<file path="config.mk">
export PLATFORM = sky130hd
export DESIGN_NAME = flowlet_pinner
export DESIGN_NICKNAME = d
export VERILOG_FILES = /design/src/rtl/flowlet_pkg.sv /design/src/rtl/flowlet_ram.sv /design/src/rtl/flowlet_seen_bits.sv /design/src/rtl/flowlet_decide.sv /design/src/rtl/flowlet_pinner.sv
export SDC_FILE = /design/constraint.sdc
export NUM_CORES = 1
export LEC_CHECK = 0
export BUFFER_PORTS_ARGS = -buffer_cell sky130_fd_sc_hd__buf_2
export CORE_MARGIN = 2
export CORE_UTILIZATION = 40
export DETAILED_ROUTE_END_ITERATION = 8
export PLACE_DENSITY_LB_ADDON = 0.1
export SETUP_SLACK_MARGIN = 0.1
export SYNTH_ARGS = -nofsm -noshare
export SYNTH_HDL_FRONTEND = slang
export SYNTH_SLANG_ARGS = --single-unit
</file>
<file path="constraint.sdc">
create_clock -name clk -period 7.95 [get_ports clk]
set_clock_uncertainty 0.15 [all_clocks]
set_input_delay 0.795 -clock clk [delete_from_list [all_inputs] [get_ports clk]]
set_output_delay 0.795 -clock clk [all_outputs]
set_load 0.005 [all_outputs]
</file>
<file path="src/rtl/flowlet_pkg.sv">
package flowlet_pkg;

  // Why the decide stage chose the hop it emits.
  typedef enum logic [1:0] {
    PIN_KEEP  = 2'd0,  // entry still inside its flowlet
    PIN_FRESH = 2'd1,  // entry never written since reset
    PIN_IDLE  = 2'd2   // idle gap exceeded the limit
  } pin_reason_e;

endpackage

</file>
<file path="src/rtl/flowlet_ram.sv">
// Simple dual-port memory, synchronous read (read-first), no reset,
// so it maps onto block RAM.
module flowlet_ram #(
  parameter int ADDR_W = 6,
  parameter int DATA_W = 19
) (
  input  logic              clk,
  input  logic [ADDR_W-1:0] rd_addr,
  output logic [DATA_W-1:0] rd_data,
  input  logic              wr_en,
  input  logic [ADDR_W-1:0] wr_addr,
  input  logic [DATA_W-1:0] wr_data
);
  localparam int DEPTH = 1 << ADDR_W;

  logic [DATA_W-1:0] mem [DEPTH];

  always_ff @(posedge clk) begin
    if (wr_en) mem[wr_addr] <= wr_data;
    rd_data <= mem[rd_addr];
  end
endmodule

</file>
<file path="src/rtl/flowlet_seen_bits.sv">
// One "written since reset" flag per entry, kept in flops so reset clears all.
module flowlet_seen_bits #(
  parameter int ADDR_W = 6
) (
  input  logic              clk,
  input  logic              rst,
  input  logic [ADDR_W-1:0] rd_addr,
  output logic              rd_bit,
  input  logic              wr_en,
  input  logic [ADDR_W-1:0] wr_addr
);
  localparam int DEPTH = 1 << ADDR_W;

  logic [DEPTH-1:0] bits;

  always_ff @(posedge clk) begin
    if (rst) begin
      bits   <= '0;
      rd_bit <= 1'b0;
    end else begin
      if (wr_en) bits[wr_addr] <= 1'b1;
      rd_bit <= bits[rd_addr];
    end
  end
endmodule

</file>
<file path="src/rtl/flowlet_decide.sv">
// Combinational expiry test and hop selection for one packet.
module flowlet_decide
  import flowlet_pkg::*;
#(
  parameter int TIME_W = 16,
  parameter int HOP_W  = 3
) (
  input  logic              seen,
  input  logic [TIME_W-1:0] last_time,
  input  logic [HOP_W-1:0]  last_hop,
  input  logic [TIME_W-1:0] now_time,
  input  logic [TIME_W-1:0] limit,
  input  logic [HOP_W-1:0]  best_hop,
  output logic [HOP_W-1:0]  hop,
  output pin_reason_e       reason
);
  logic [TIME_W-1:0] elapsed;

  always_comb begin
    elapsed = now_time - last_time;  // modulo 2^TIME_W
    if (!seen)                reason = PIN_FRESH;
    else if (elapsed > limit) reason = PIN_IDLE;
    else                      reason = PIN_KEEP;
    hop = (reason == PIN_KEEP) ? last_hop : best_hop;
  end
endmodule

</file>
<file path="src/rtl/flowlet_pinner.sv">
// Two-stage flowlet pinning: stage 0 reads the entry, stage 1 forwards,
// looks up the best hop, decides and writes back; outputs are registered.
module flowlet_pinner
  import flowlet_pkg::*;
#(
  parameter int HASH_W = 6,
  parameter int DST_W  = 4,
  parameter int HOP_W  = 3,
  parameter int TIME_W = 16
) (
  input  logic              clk,
  input  logic              rst,
  input  logic [TIME_W-1:0] gap_limit,
  input  logic              pkt_valid,
  input  logic [HASH_W-1:0] pkt_hash,
  input  logic [DST_W-1:0]  pkt_dst,
  input  logic [TIME_W-1:0] pkt_time,
  output logic              lkp_req,
  output logic [DST_W-1:0]  lkp_dst,
  input  logic [HOP_W-1:0]  lkp_hop,
  output logic              out_valid,
  output logic [HOP_W-1:0]  out_hop,
  output logic              out_new_flowlet
);
  localparam int ENTRY_W = TIME_W + HOP_W;

  // stage-1 packet registers
  logic              s1_valid;
  logic [HASH_W-1:0] s1_hash;
  logic [DST_W-1:0]  s1_dst;
  logic [TIME_W-1:0] s1_time;

  // memory read results (valid in stage 1)
  logic [ENTRY_W-1:0] rd_entry;
  logic               rd_seen;

  // last write, kept for one cycle to cover read-during-write
  logic              fw_valid;
  logic [HASH_W-1:0] fw_hash;
  logic [TIME_W-1:0] fw_time;
  logic [HOP_W-1:0]  fw_hop;

  // effective state for the stage-1 packet
  logic              fw_hit;
  logic              eff_seen;
  logic [TIME_W-1:0] eff_time;
  logic [HOP_W-1:0]  eff_hop;

  logic [HOP_W-1:0]  dec_hop;
  pin_reason_e       dec_reason;

  always_ff @(posedge clk) begin
    if (rst) begin
      s1_valid <= 1'b0;
      s1_hash  <= '0;
      s1_dst   <= '0;
      s1_time  <= '0;
    end else begin
      s1_valid <= pkt_valid;
      s1_hash  <= pkt_hash;
      s1_dst   <= pkt_dst;
      s1_time  <= pkt_time;
    end
  end

  flowlet_ram #(
    .ADDR_W (HASH_W),
    .DATA_W (ENTRY_W)
  ) entry_ram_i (
    .clk     (clk),
    .rd_addr (pkt_hash),
    .rd_data (rd_entry),
    .wr_en   (s1_valid),
    .wr_addr (s1_hash),
    .wr_data ({s1_time, dec_hop})
  );

  flowlet_seen_bits #(
    .ADDR_W (HASH_W)
  ) seen_i (
    .clk     (clk),
    .rst     (rst),
    .rd_addr (pkt_hash),
    .rd_bit  (rd_seen),
    .wr_en   (s1_valid),
    .wr_addr (s1_hash)
  );

  always_ff @(posedge clk) begin
    if (rst) begin
      fw_valid <= 1'b0;
      fw_hash  <= '0;
      fw_time  <= '0;
      fw_hop   <= '0;
    end else begin
      fw_valid <= s1_valid;
      fw_hash  <= s1_hash;
      fw_time  <= s1_time;
      fw_hop   <= dec_hop;
    end
  end

  always_comb begin
    fw_hit = fw_valid && (fw_hash == s1_hash);
    if (fw_hit) begin
      eff_seen = 1'b1;
      eff_time = fw_time;
      eff_hop  = fw_hop;
    end else begin
      eff_seen = rd_seen;
      eff_time = rd_entry[ENTRY_W-1:HOP_W];
      eff_hop  = rd_entry[HOP_W-1:0];
    end
  end

  assign lkp_req = s1_valid;
  assign lkp_dst = s1_dst;

  flowlet_decide #(
    .TIME_W (TIME_W),
    .HOP_W  (HOP_W)
  ) decide_i (
    .seen      (eff_seen),
    .last_time (eff_time),
    .last_hop  (eff_hop),
    .now_time  (s1_time),
    .limit     (gap_limit),
    .best_hop  (lkp_hop),
    .hop       (dec_hop),
    .reason    (dec_reason)
  );

  always_ff @(posedge clk) begin
    if (rst) begin
      out_valid       <= 1'b0;
      out_hop         <= '0;
      out_new_flowlet <= 1'b0;
    end else begin
      out_valid       <= s1_valid;
      out_hop         <= dec_hop;
      out_new_flowlet <= s1_valid && (dec_reason != PIN_KEEP);
    end
  end
endmodule

</file>
==> flow_metrics.py <==
metrics = {
    "outcome": {
        "status": "finished, final reports clean",
    },
    "placement": {
        "gp_congestion": 0.841,
        "portBuffers": 57,
        "placed_cells": 4191,
        "hpwlAfterDp_um": 73800,
    },
    "min_path": {
        "whs_endpoint": "lkp_dst[3]$_SDFF_PP0_",
        "min_path_cells": 2,
        "min_path_type": "in2reg",
        "worstHoldStart": "pkt_dst[3]",
    },
    "drt": {
        "drtAntennaViolNets": 0,
        "drtIter0Drc": 2532,
        "wl_per_cell_um": 30.5,
        "routed-via-count": 24951,
        "wirelength_um": 136000,
        "drc": 0,
        "avgViaCountPerCell": 5.60,
        "dr.pass1.iters": 6,
    },
    "logic_synthesis": {
        "synth-seq-cells": 1354,
        "synth-main-ff-cell": "edfxtp_1",
        "yosys-top-cells-area": "edfxtp_1 70%, mux4_2 16%, dfxtp_1 5.3%",
        "ys_seq_area_share_pct": 75.5,
        "synth-edff-count": 1216,
        "post-synth-top-count-cell": "edfxtp_1",
        "synth_common_cells": "1,216 x edfxtp_1, 377 x mux4_2, 183 x nor2_1",
        "synthArstFlopShare_pct": 0,
        "synth_cell_types": 52,
        "syn_nets": 2529,
        "synth_area_mm2": 0.0520,
        "synth_area_leader_cell": "edfxtp_1",
        "synth_warnings": 0,
        "synth_cells": 2449,
        "synth_top_area_share_pct": 70.2,
        "syn_avg_cell_area_um2": 21.2,
    },
    "timing": {
        "setup-violations-final": 0,
        "fin_tns_setup_ns": 0,
        "max_slew_margin_pct": 20.3,
        "hold_viol": 0,
        "period_minus_slack_ns": 6.70,
        "hold_ws_ns": 0.0860,
        "worstMarginPinSlew_ns": 1.19,
        "fmax_mhz": 149,
        "period_share_pct": 84.2,
        "finalMaxSlewViolations": 0,
        "rsz0062_at_grt": "no",
    },
    "run": {
        "cap_violations": 0,
    },
    "clock_tree": {
        "cts_buffers": 145,
        "post_cts_resized": 0,
        "cts_setup_buffers": 0,
        "hold_buffers": 0,
        "htreeDepth": 4,
        "insertion_delay_ns": 0.78,
        "cts_tree": "done",
        "clock_sinks": 1354,
        "cts_root_buf": "clkbuf_16",
        "path_clk_slew_ns": 0.06,
        "cts_max_path_buffers": 3,
    },
    "worst_setup_path": {
        "r2r-end": "entry_ram_i.mem[23][1]$_DFFE_PP_",
        "worstPathRequired_ns": 8.37,
        "start_kind": "flop",
        "reg2reg_from": "s1_hash[1]$_SDFF_PP0_",
        "ff2ff_path_depth": 19,
        "path_class": "reg2reg",
        "cp-end-kind": "flop",
        "crit_path_max_fanout": 33,
        "r2r_setup_slack_ns": 1.25,
        "arrival_ns": 7.12,
    },
    "floorplan": {
        "fp.dieW_um": 365,
        "ios": 58,
        "core_area_mm2": 0.129,
        "die_area_mm2": 0.133,
        "dieHeight_um": 365,
        "rows": 132,
        "start_util_pct": 40.2,
    },
    "power_and_ir_drop": {
        "power_mw": 15.5,
        "power.leakage_nw": 17.7,
        "ir_drop_mv": 0.250,
        "power.density_mw_per_mm2": 260,
    },
    "cells_and_area": {
        "final-seq-area_mm2": 0.0393,
        "syn_to_final_growth_pct": 14.9,
        "drive_gt1_share_pct": 29.6,
        "nets": 2676,
        "nFillCells": 10746,
        "multiInputGateArea_mm2": 0.0125,
        "final_cells": 4456,
    },
    "global_routing": {
        "grt_pass1_wl_um": 193000,
        "busiest_layer": "met2",
        "met1_usage_pct": 29.5,
        "grt_use_total_pct": 20.8,
        "grt_pass1_vias": 25914,
        "antenna_found_initial": 10,
        "grt.met2_usage_pct": 33.6,
        "gr-usage-met3_pct": 3.63,
        "grt_overflow_total": 0,
        "grt_max_degree": 101,
    },
}
-- metal layers --
layer / routed length [µm] / part of all wire [%] / vias up
met3: 7860 / 5.8 / 172
met1: 59100 / 44 / 13660
met2: 66200 / 49 / 718
li1: - / - / 10401
met4: 2540 / 1.9 / 0
met5: 0 / 0 / -
-- critical path, stage by stage, from the launching register on --
cell and delay [ns]:
dfxtp_1 0.61, xor2_1 0.15, nor4_2 0.40, buf_4 0.40, mux2i_1 0.19, fa_1 0.44, a21o_1 0.20, a21oi_1 0.26
o21ai_0 0.21, a311oi_1 0.35, o21bai_1 0.12, xor2_1 0.16, ha_1 0.31, a21oi_1 0.14, nand2_1 0.08, a221o_1 0.36
o31a_1 0.33, nor2_1 0.57, o22a_2 0.64, buf_4 0.39
-- cell type report --
cell class / instances / share of cell area [%]
Clock buffer: 200 / 6.88
Multi-Input combinational cell: 946 / 20.8
Clock inverter: 62 / 1.24
Sequential cell: 1354 / 65.7
Antenna cell: 3 / 0.0126
Inverter: 24 / 0.151
Tap cell: 1742 / 3.65
Timing Repair Buffer: 125 / 1.48
-- sequential cells by signal, indices dropped and copies added (netlist names) --
register             flops
entry_ram_i.mem       1216
entry_ram_i.rd_data     19
fw_hash                  6
fw_time                 16
lkp_dst                  4
lkp_req                  1
out_hop                  3
out_new_flowlet          1
out_valid                1
s1_hash                  6
s1_time                 16
seen_i.bits             64
seen_i.rd_bit            1
-- through the flow --
step                      utilization, %  worst slack, ns  area, µm²
after floorplan                        -            0.594      52000
after global placement              42.5             1.54      54900
after detailed placement            42.5             1.33      54900
after CTS                           46.2             1.28      59800
after global routing                46.2            0.734      59800
final                               46.2             1.25      59800
-- logic make-up after synthesis --
logic type               synth area share, %
AO/OA/AOI/OAI                           1.64
adder cells (fa/ha/maj)                0.784
XOR/XNOR                               0.337
AND/OR/NAND/NOR                         2.91
buffers and inverters                   1.34
multiplexers                            17.5
flip-flops                              75.5
-- how the worst max path moves through the flow --
stage                                     start                          endpoint
after floorplan           s1_hash[4]$_SDFF_PP0_   entry_ram_i.mem[0][0]$_DFFE_PP_
after global placement    s1_hash[1]$_SDFF_PP0_  entry_ram_i.mem[30][1]$_DFFE_PP_
after detailed placement  s1_hash[1]$_SDFF_PP0_  entry_ram_i.mem[23][1]$_DFFE_PP_
after CTS                 s1_hash[1]$_SDFF_PP0_  entry_ram_i.mem[23][1]$_DFFE_PP_
after global routing      s1_hash[1]$_SDFF_PP0_  entry_ram_i.mem[23][1]$_DFFE_PP_
final                     s1_hash[1]$_SDFF_PP0_  entry_ram_i.mem[23][1]$_DFFE_PP_
-- power by group --
group / internal, mW / switching [mW]
Clock: 4.16 / 2.72
Sequential: 7.82 / 0.0222
Combinational: 0.299 / 0.513
Total: 12.3 / 3.25
-- cell usage in the layout (no fill, tap or decap), types with 19 or more instances in the layout --
master     instances
a21oi_1           21
a22oi_1           30
buf_2             53
buf_4             64
clkbuf_1          35
clkbuf_16        152
clkinv_1          20
clkinv_2          19
dfxtp_1          122
edfxtp_1        1216
ha_1              31
inv_1             23
mux2i_1           60
mux4_2           377
nand2_1           39
nor2_1           123
nor2_2            24
nor2_4            36
nor2b_1           58
o22ai_1           19
Power figures use the tool's default switching activity.
